File: config.mk
export PLATFORM = sky130hd
export DESIGN_NAME = stride_splitter
export DESIGN_NICKNAME = d
export VERILOG_FILES = /design/src/rtl/stride_pkg.sv /design/src/rtl/stride_divider.sv /design/src/rtl/stride_geom.sv /design/src/rtl/stride_splitter.sv
export SDC_FILE = /design/constraint.sdc
export NUM_CORES = 1
export LEC_CHECK = 0
export BUFFER_PORTS_ARGS = -buffer_cell sky130_fd_sc_hd__buf_2
export CORE_ASPECT_RATIO = 1.5
export CORE_MARGIN = 4
export CORE_UTILIZATION = 32
export CTS_CLUSTER_SIZE = 24
export DETAILED_ROUTE_END_ITERATION = 8
export GPL_TIMING_DRIVEN = 0
export PLACE_DENSITY = 0.52
export SLEW_MARGIN = 5
export SYNTH_ARGS = -nofsm -noshare
export SYNTH_HDL_FRONTEND = slang
export SYNTH_SLANG_ARGS = --single-unit
File: constraint.sdc
create_clock -name clk -period 22.5 [get_ports clk]
set_input_delay 2.25 -clock clk [delete_from_list [all_inputs] [get_ports clk]]
set_output_delay 2.25 -clock clk [all_outputs]
set_load 0.005 [all_outputs]
File: src/rtl/stride_pkg.sv
// Shared types of the stride splitter.
// Assumes: nothing beyond a SystemVerilog-2017 tool.
package stride_pkg;
    typedef enum logic [2:0] {
        ST_IDLE    = 3'd0,
        ST_DIV_OFF = 3'd1,
        ST_DIV_W   = 3'd2,
        ST_LUMA    = 3'd3,
        ST_CHROMA  = 3'd4
    } split_state_t;
endpackage

File: src/rtl/stride_divider.sv
// Restoring unsigned divider, one quotient bit per cycle.
// Does: quot = numer / denom, with done pulsing NW cycles after go.
// Assumes: denom != 0, and the true quotient fits in QW bits.
module stride_divider #(
    parameter int NW = 32,
    parameter int DW = 16,
    parameter int QW = 16
) (
    input  logic          clk,
    input  logic          rst_n,
    input  logic          go,
    input  logic [NW-1:0] numer,
    input  logic [DW-1:0] denom,
    output logic          done,
    output logic [QW-1:0] quot
);
    localparam int CNTW = $clog2(NW + 1);

    logic [NW-1:0]   q_r;
    logic [DW:0]     r_r;
    logic [CNTW-1:0] cnt_r;
    logic            run_r;
    logic [DW:0]     r_shift;
    logic [DW:0]     r_diff;
    logic            fits;

    // Trial subtraction of the shifted partial remainder.
    always_comb begin
        r_shift = {r_r[DW-1:0], q_r[NW-1]};
        r_diff  = r_shift - {1'b0, denom};
        fits    = (r_shift >= {1'b0, denom});
    end

    // Iteration state: load on go, shift one bit per cycle, flag completion.
    always_ff @(posedge clk) begin
        if (!rst_n) begin
            q_r   <= '0;
            r_r   <= '0;
            cnt_r <= '0;
            run_r <= 1'b0;
            done  <= 1'b0;
        end else begin
            done <= 1'b0;
            if (go) begin
                q_r   <= numer;
                r_r   <= '0;
                cnt_r <= CNTW'(NW);
                run_r <= 1'b1;
            end else if (run_r) begin
                r_r   <= fits ? r_diff : r_shift;
                q_r   <= {q_r[NW-2:0], fits};
                cnt_r <= cnt_r - 1'b1;
                if (cnt_r == CNTW'(1)) begin
                    run_r <= 1'b0;
                    done  <= 1'b1;
                end
            end
        end
    end

    assign quot = q_r[QW-1:0];
endmodule

File: src/rtl/stride_geom.sv
// Combinational geometry of one stride and plane.
// Does: slice width, source x, flip-aware destination origin, plane height, last-stride test.
// Assumes: offset < src_w, and dst_off <= dst_w when hflip is used.
module stride_geom #(
    parameter int CW      = 16,
    parameter int SLICE_W = 2048
) (
    input  logic [CW-1:0] offset,
    input  logic [CW-1:0] src_left,
    input  logic [CW-1:0] src_w,
    input  logic [CW-1:0] dst_left,
    input  logic [CW-1:0] dst_top,
    input  logic [CW-1:0] dst_w,
    input  logic [CW-1:0] dst_h,
    input  logic [CW-1:0] dst_off,
    input  logic          chroma,
    input  logic          chroma_half,
    input  logic          hflip,
    input  logic          vflip,
    output logic [CW-1:0] slice_w,
    output logic [CW-1:0] slice_x,
    output logic [CW-1:0] out_x,
    output logic [CW-1:0] out_y,
    output logic [CW-1:0] out_h,
    output logic          last_stride
);
    localparam logic [CW-1:0] SLICE_C = CW'(SLICE_W);

    logic [CW-1:0] remain;
    logic [CW:0]   next_off;

    // Slice extent and whether this stride reaches the right edge.
    always_comb begin
        remain      = src_w - offset;
        slice_w     = (remain > SLICE_C) ? SLICE_C : remain;
        slice_x     = src_left + offset;
        next_off    = {1'b0, offset} + {1'b0, SLICE_C};
        last_stride = (next_off >= {1'b0, src_w});
    end

    // Destination origin and plane height for the current plane.
    always_comb begin
        out_h = (chroma && chroma_half) ? (dst_h >> 1) : dst_h;
        out_x = hflip ? (dst_w - dst_off - 1'b1) : (dst_left + dst_off);
        out_y = vflip ? (out_h - 1'b1) : dst_top;
    end
endmodule

File: src/rtl/stride_splitter.sv
// Splits a resize job into per-stride geometry descriptors.
// Does: walks the source in SLICE_W steps, scales each slice onto the destination,
//       emits luma and optional chroma descriptors on valid/ready.
// Assumes: CW wide enough for SLICE_W*MAX_STRIDES + SLICE_W; job inputs are
//          sampled only on an accepted start.
module stride_splitter #(
    parameter int CW          = 16,
    parameter int SLICE_W     = 2048,
    parameter int MAX_STRIDES = 4
) (
    input  logic          clk,
    input  logic          rst_n,
    input  logic          start,
    input  logic [CW-1:0] src_left,
    input  logic [CW-1:0] src_width,
    input  logic [CW-1:0] dst_left,
    input  logic [CW-1:0] dst_top,
    input  logic [CW-1:0] dst_width,
    input  logic [CW-1:0] dst_height,
    input  logic          dst_multi_plane,
    input  logic          dst_chroma_half,
    input  logic          hflip,
    input  logic          vflip,
    output logic          busy,
    output logic          job_reject,
    output logic          desc_valid,
    input  logic          desc_ready,
    output logic          desc_chroma,
    output logic          desc_last,
    output logic [CW-1:0] desc_src_x,
    output logic [CW-1:0] desc_src_w,
    output logic [CW-1:0] desc_dst_x,
    output logic [CW-1:0] desc_dst_y,
    output logic [CW-1:0] desc_dst_w,
    output logic [CW-1:0] desc_dst_h
);
    import stride_pkg::*;

    localparam int            PW      = 2 * CW;
    localparam int            LIMIT   = SLICE_W * MAX_STRIDES;
    localparam logic [CW-1:0] SLICE_C = CW'(SLICE_W);

    split_state_t  state;
    logic [CW-1:0] src_left_q, src_w_q, dst_left_q, dst_top_q, dst_w_q, dst_h_q;
    logic          multi_q, half_q, hflip_q, vflip_q;
    logic [CW-1:0] offset_q, dst_off_q, dst_sw_q;
    logic          div_go, div_done;
    logic [CW-1:0] div_quot;
    logic [CW-1:0] mul_a;
    logic [PW-1:0] div_numer;
    logic [CW-1:0] slice_w, slice_x, out_x, out_y, out_h;
    logic          last_stride, job_bad, accept;

    // Validity test of a new job's source width.
    always_comb job_bad = (src_width == '0) || (int'(src_width) > LIMIT);

    // Divider operand: stride offset first, slice width second.
    always_comb begin
        mul_a     = (state == ST_DIV_W) ? slice_w : offset_q;
        div_numer = PW'(mul_a) * PW'(dst_w_q);
    end

    stride_divider #(.NW(PW), .DW(CW), .QW(CW)) i_div (
        .clk   (clk),
        .rst_n (rst_n),
        .go    (div_go),
        .numer (div_numer),
        .denom (src_w_q),
        .done  (div_done),
        .quot  (div_quot)
    );

    stride_geom #(.CW(CW), .SLICE_W(SLICE_W)) i_geom (
        .offset      (offset_q),
        .src_left    (src_left_q),
        .src_w       (src_w_q),
        .dst_left    (dst_left_q),
        .dst_top     (dst_top_q),
        .dst_w       (dst_w_q),
        .dst_h       (dst_h_q),
        .dst_off     (dst_off_q),
        .chroma      (state == ST_CHROMA),
        .chroma_half (half_q),
        .hflip       (hflip_q),
        .vflip       (vflip_q),
        .slice_w     (slice_w),
        .slice_x     (slice_x),
        .out_x       (out_x),
        .out_y       (out_y),
        .out_h       (out_h),
        .last_stride (last_stride)
    );

    // Handshake completion of the descriptor on the outputs.
    always_comb accept = desc_valid && desc_ready;

    // Sequencer: job capture, per-stride divisions, plane emission, advance.
    always_ff @(posedge clk) begin
        if (!rst_n) begin
            state      <= ST_IDLE;
            job_reject <= 1'b0;
            div_go     <= 1'b0;
            offset_q   <= '0;
            dst_off_q  <= '0;
            dst_sw_q   <= '0;
            src_left_q <= '0;
            src_w_q    <= '0;
            dst_left_q <= '0;
            dst_top_q  <= '0;
            dst_w_q    <= '0;
            dst_h_q    <= '0;
            multi_q    <= 1'b0;
            half_q     <= 1'b0;
            hflip_q    <= 1'b0;
            vflip_q    <= 1'b0;
        end else begin
            job_reject <= 1'b0;
            div_go     <= 1'b0;
            case (state)
                ST_IDLE: begin
                    if (start && job_bad) begin
                        job_reject <= 1'b1;
                    end else if (start) begin
                        src_left_q <= src_left;
                        src_w_q    <= src_width;
                        dst_left_q <= dst_left;
                        dst_top_q  <= dst_top;
                        dst_w_q    <= dst_width;
                        dst_h_q    <= dst_height;
                        multi_q    <= dst_multi_plane;
                        half_q     <= dst_chroma_half;
                        hflip_q    <= hflip;
                        vflip_q    <= vflip;
                        offset_q   <= '0;
                        div_go     <= 1'b1;
                        state      <= ST_DIV_OFF;
                    end
                end
                ST_DIV_OFF: begin
                    if (div_done) begin
                        dst_off_q <= div_quot;
                        div_go    <= 1'b1;
                        state     <= ST_DIV_W;
                    end
                end
                ST_DIV_W: begin
                    if (div_done) begin
                        dst_sw_q <= div_quot;
                        state    <= ST_LUMA;
                    end
                end
                ST_LUMA, ST_CHROMA: begin
                    if (accept) begin
                        if (state == ST_LUMA && multi_q) begin
                            state <= ST_CHROMA;
                        end else if (last_stride) begin
                            state <= ST_IDLE;
                        end else begin
                            offset_q <= offset_q + SLICE_C;
                            div_go   <= 1'b1;
                            state    <= ST_DIV_OFF;
                        end
                    end
                end
                default: state <= ST_IDLE;
            endcase
        end
    end

    // Output fields come straight from held state, so they are stable under stall.
    always_comb begin
        busy        = (state != ST_IDLE);
        desc_valid  = (state == ST_LUMA) || (state == ST_CHROMA);
        desc_chroma = (state == ST_CHROMA);
        desc_last   = desc_valid && last_stride && ((state == ST_CHROMA) || !multi_q);
        desc_src_x  = slice_x;
        desc_src_w  = slice_w;
        desc_dst_x  = out_x;
        desc_dst_y  = out_y;
        desc_dst_w  = dst_sw_q;
        desc_dst_h  = out_h;
    end

    // back-pressure keeps the descriptor in place.
    a_r10_hold_fields: assert property (@(posedge clk) disable iff (!rst_n)
        desc_valid && !desc_ready |=> desc_valid && $stable(desc_src_x) &&
        $stable(desc_dst_x) && $stable(desc_dst_w) && $stable(desc_chroma));

    // a slice is never empty and never wider than SLICE_W.
    a_r1_slice_cap: assert property (@(posedge clk) disable iff (!rst_n)
        desc_valid |-> (desc_src_w != '0) && (desc_src_w <= SLICE_C));

    // acceptance of the last descriptor ends the job.
    a_r9_last_ends: assert property (@(posedge clk) disable iff (!rst_n)
        accept && desc_last |=> !busy);

    // acceptance of any other descriptor keeps the job running.
    a_r9_not_last_runs: assert property (@(posedge clk) disable iff (!rst_n)
        accept && !desc_last |=> busy);

    // a refused job produces no activity.
    a_r5_reject_idle: assert property (@(posedge clk) disable iff (!rst_n)
        job_reject |-> !busy && !desc_valid);

    // a chroma descriptor follows a luma descriptor of a multi-plane job.
    a_r6_chroma_order: assert property (@(posedge clk) disable iff (!rst_n)
        $rose(desc_chroma) |-> $past(accept) && !$past(desc_chroma));
endmodule

## Word-level counts from Yosys, hierarchy flattened

Index checks and enable logic that the tools add are counted.

| storage, ports and cells | value |
|---|---|
| output and inout port bits | 101 |
| input port bits | 104 |
| register bits | 209 |

| operators by class | value |
|---|---|
| $mul | 1 |
| add/subtract/negate cells | 10 |
| reductions and logical operators | 24 |
| magnitude comparators | 4 |
| eq/ne operators | 12 |
| multiplexer cells | 36 |
| bitwise gates (word level) | 3 |

Operators by type and width:

| kind | number |
|---|---|
| $mux 16 | 11 |
| $mux 32 | 2 |
| $sub 16x16->16 | 3 |
| $ge 17x16->1 | 2 |
| $add 16x16->16 | 2 |
| $mul 16x16->32 | 1 |
| $pmux 16 s2 | 1 |
| $sub 16x1->16 const B | 2 |
| $mux 3 | 6 |
| $add 16x12->17 const B | 1 |
| $add 16x12->16 const B | 1 |
| $gt 16x12->1 const B | 1 |
| $gt 16x14->1 const B | 1 |
| $logic_not 16->1 | 1 |
| $mux 1 | 12 |
| $mux 6 | 2 |
| $pmux 3 s4 | 1 |
| $ne 2x2->1 const B | 5 |
| $eq 3x2->1 const B | 2 |
| $eq 6x1->1 const B | 1 |
| $logic_and 1x1->1 | 6 |
| $reduce_and 2->1 | 3 |
| $reduce_and 6->1 | 1 |
| $sub 6x1->6 const B | 1 |
| 14 further kinds | 21 |

## Longest topological paths before layout

| depth | value |
|---|---|
| depth after elaboration | 6 |
| mapped depth | 35 |

## Modules after synthesis

From an unflattened synthesis, not the netlist that was laid out.

| unflattened totals | value |
|---|---|
| cell total of the unflattened synthesis | 2,710 |
| area, all modules | 21,937.3 µm² |

Modules (own cells, without submodules):

| module | cells each | instances | seq. area each (µm²) | area an instance (µm²) |
|---|---|---|---|---|
| stride_splitter | 1,675 | 1 | 2,842.7 | 14,214.9 |
| stride_geom | 598 | 1 | 0.0 | 4,212.8 |
| stride_divider | 437 | 1 | 1,121.1 | 3,509.6 |

## Worst setup path after synthesis

OpenSTA, ideal clock, no wires.

| path | value |
|---|---|
| path type | reg2reg |
| start point | reg offset_q[11] |
| end point | reg i_div.q_r[29] |
| setup time | 0.132 ns |
| arrival | 7.638 ns |
| period minus slack after synthesis | 7.771 ns |
| setup slack | 14.729 ns |
| path buffers | 3 |
| stages on the path, launching flop included | 35 |
| cell sequence | dfxtp_1 > inv_1 > ha_1 > nand2b_1 > a21oi_1 > mux2_2 > a32o_1 > a21boi_0 > a211o_1 > nand2b_4 > buf_6 > nor2_2 > buf_2 > nand2_1 > fa_1 > inv_1 > fa_1 > inv_1 > fa_1 > inv_1 > fa_1 > fa_1 > inv_1 > fa_1 > inv_1 > ha_1 > clkbuf_1 > a2111o_1 > a31oi_1 > o22a_1 > o311a_1 > o31ai_2 > o31ai_1 > xor2_1 > a21oi_1 |

| between the ends | value |
|---|---|
| cells in the longest elaborated chain, start to end | 6 |

RTL lines:

| element | RTL line | text |
|---|---|---|
| start, declared | stride_splitter.sv:46 | `logic [CW-1:0] offset_q, dst_off_q, dst_sw_q;` |
| start signal, assigned | stride_splitter.sv:159 | `offset_q <= offset_q + SLICE_C;` |
| $sub 16x16->16 | stride_geom.sv:34 | `remain = src_w - offset;` |
| $gt 16x12->1 | stride_geom.sv:35 | `slice_w = (remain > SLICE_C) ? SLICE_C : remain;` |
| $mux 16 | stride_geom.sv:35 |  |
| $mux 16 * | stride_splitter.sv:59 | `mul_a = (state == ST_DIV_W) ? slice_w : offset_q;` |
| $mul 16x16->32 * | stride_splitter.sv:60 | `div_numer = PW'(mul_a) * PW'(dst_w_q);` |
| $mux 32 * | stride_divider.sv:44 | `if (go) begin` |
| end signal, assigned | stride_divider.sv:45 | `q_r <= numer;` |
| end signal, assigned | stride_divider.sv:51 | `q_r <= {q_r[NW-2:0], fits};` |
| end, declared | stride_divider.sv:19 | `logic [NW-1:0] q_r;` |

Every way passes the cells marked *; elsewhere a longest branch is shown, timed or not.
A chain may end at the register's enable or synchronous reset.

## Final worst setup path

| path | value |
|---|---|
| start point | reg offset_q[11] |
| end point | reg i_div.q_r[31] |

The elaborated chain is that of the path after synthesis.

==> results.md <==
* Logic pwr share at 14.6%
* Pleak at roughly 10 nW
* Starting Density at 32.30%
* # rows at 112
* Status: completed
* Unrepaired setup endpoints after global routing: false
* Syn Area/Cell at 8.177 sq um
* Die Y at 314.6 microns
* Switching Fraction at 29.28%
* Largest area contributor in the netlist: dfxtp_1
* Syn Std Cell Area at approximately 0.02 sq mm
* Power density cells at ~36 mW/mm^2
* Setup WS pre-CTS at ~13 ns
* Register Area at 0.003964 sq mm
* # setup viols final at 0
* Synth area leaders: dfxtp_1 (20%), fa_1 (20%), ha_1 (11%)
* Type of the worst setup path: reg2reg
* WL/cell at 18.15 microns
* Crit path required time at about 23 ns
* Number of synthesized flops with an enable pin at 0
* Final Max Slew Viols at 0
* Net count, final at 3145
* Tcrit/Tclk final at ~42%
* Tot Pwr at roughly 0.00082 W
* Final wirelength at 63280 microns
* Post-CTS resize count at 0
* Clock tree buffer depth at 2
* Total core area at 0.06208 sq mm
* Die ar. at approximately 0.067 sq mm
* DR vias/cell at roughly 4.9
* TritonRoute pass-1 iters at 5
* Residual DRC at 0
* CP peak stage delay at 0.63 ns
* Least-Margin Pin Slew at approximately 0.83 ns
* Syn Inst Count at ~2500
* Vias at 17120
* Worst hold slack at around 0.46 ns
* Clk pwr share at between 40% and 50%
* Area added between synthesis and finish at 13.33%
* Hold Path Cell Cnt at 2
* Proportion of layout cells with a drive suffix above 1 at a little under an eighth
* Hold Path Class: reg2reg
* R2R depth at 31
* Most numerous cell in the Yosys netlist: nand2_1
* IO buf count at 200
* Most frequent CP cell: fa_1
* Top Ports at 205
* Highest Clock Rate at 0.1070 GHz
* GPL Wtd Cong at around 0.9
* Initial antenna violation count at 1
* Setup TNS at 0 ns
* Synth cell types at 71
* Detail Route Antenna Nets at 0
* Async set-or-reset flop fraction in the synthesized netlist at 0%
* Max IR drop VDD at roughly 0.037 mV
* GRT Total Usage at 19.01%
* Clock Latency Late Sink at about 0.48 ns
* Post-route setup slack at approximately 13 ns
* Share of the synthesized area in the top cell type at roughly a fifth
* Initial drt markers at approximately 800
* Main synth FF type: dfxtp_1
* #FFs+latches synth at just under 200
* Psw at ~0.00024 W
* FILL cells at 6537
* Worst-case clock skew at around 0.022 ns
* Int Pwr at 0.0005789 W
* Commonest cells in the netlist: nand2_1 (475), inv_1 (301), dfxtp_1 (198)
* Worst-path maximum fanout at 10
* Maximum Capacitance Violations at 0
* CTS tree: yes
* Largest net degree at the start of global routing at 22
* Worst Path Arrival at 9.67 ns
* Number of global-route vias before repair at around 18000
* Worst slew margin at about 45%
* Final hold vios at 0
* Warnings from Yosys at 0
* Clock net sink count at ~200
* Wire length of the first global-routing pass at between 90000 and 100000 microns
* Post-CTS Hold Buffers at 0
* Post-CTS setup buffer count at 0
* CTS H-tree lvls at 4
* Dpl hpwl at 52870 microns
* CP Capture Type: flop
* Crit-path slowest cell: nor2_1
* Seq/Total Area, Yosys at between 10% and 20%
* Final Critical Period at roughly 9.3 ns
* TritonCTS Buffers at 17
* Root Buffer: clkbuf_16
* Reg power frac at 44.2%
* Total grt overflow at 0
* CTS clk-pin slew, worst paths at roughly 0.08 ns
* CP Launch Type: flop
* Die Wd at about 210 microns
* Multi-input logic area at approximately 0.014 sq mm
power by group through the flow:
stage / sequential (W) / clock [W] / combinational (W)
after floorplan: 0.000367 / 0 / 0.0000778
after global placement: 0.000370 / 0 / 0.000118
after detailed placement: 0.000370 / 0 / 0.000119
after CTS: 0.000362 / 0.000345 / 0.000120
after global routing: 0.000362 / 0.000357 / 0.000131
final: 0.000362 / 0.000338 / 0.000119
cell type report:
cell class | count | area share (%)
Multi-Input combinational cell | 1820 | 63.37
Sequential cell | 198 | 17.44
Inverter | 301 | 4.972
Timing Repair Buffer | 200 | 4.405
Tap cell | 798 | 4.394
Buffer | 137 | 2.517
Clock buffer | 17 | 1.872
Clock inverter | 15 | 1.013
Antenna cell | 1 | 0.01101
worst paths after layout:
check,startpoint,end,slack (ns)
max,offset_q[11],i_div.q_r[31],13.16
min,dst_top_q[3],dst_top_q[3],0.46
max reg2reg,offset_q[11],i_div.q_r[31],13.16
min reg2reg,dst_top_q[3],dst_top_q[3],0.46
cells by family after synthesis:
kind of cell,synth area share [%]
AOI/OAI and AO/OA,14.19
and+or+nand+nor,19.95
DFF,19.77
adders and majority gates,30.22
buffers and inverters,8.487
muxes,3.295
xor gates and xnor gates,4.063
other,0.03746
state kept, by name, summed over array words and instances (netlist names), 3 cells and up:
register / flops
desc_dst_w: 16
dst_h_q: 16
dst_left_q: 16
dst_off_q: 16
dst_top_q: 16
dst_w_q: 16
i_div.cnt_r: 6
i_div.q_r: 32
i_div.r_r: 16
offset_q: 5
src_left_q: 16
src_w_q: 16
state: 3
cell usage in the layout (no fill, tap or decap), types with 66 or more instances in the layout:
cell / n
a21oi_1: 84
dfxtp_1: 198
nand2_1: 475
o21ai_0: 66
and2_1: 123
a21boi_0: 137
buf_2: 219
ha_1: 169
inv_1: 301
clkbuf_1: 95
fa_1: 197
nor2_1: 104
worst max-delay path, delay by kind of cell (launching register included):
kind	cells	cell delay (ns)
AOI/OAI and AO/OA	9	2.17
adders and majority gates	8	4.04
DFF	1	0.43
and+or+nand+nor	6	1.32
buffers and inverters	6	0.78
muxes	1	0.21
xor gates and xnor gates	1	0.26
through the flow:
step	instances	utilization, %	cell area (sq um)
floorplan	2456	-	20060
global placement	3454	35.54	22060
detailed placement	3454	35.54	22060
CTS	3486	36.60	22720
global route	3486	36.60	22720
finish	3487	36.60	22720
routing by layer:
layer / global-route usage, % / share of wire, % / up-vias
li1: - / - / 8334
met1: 20.90 / 39 / 8299
met2: 36.57 / 54 / 384
met3: 1.964 / 3.1 / 104
met4: 7.924 / 4.0 / 0
met5: 0 / 0 / -
No activity file was read; power rests on OpenSTA's default activity.
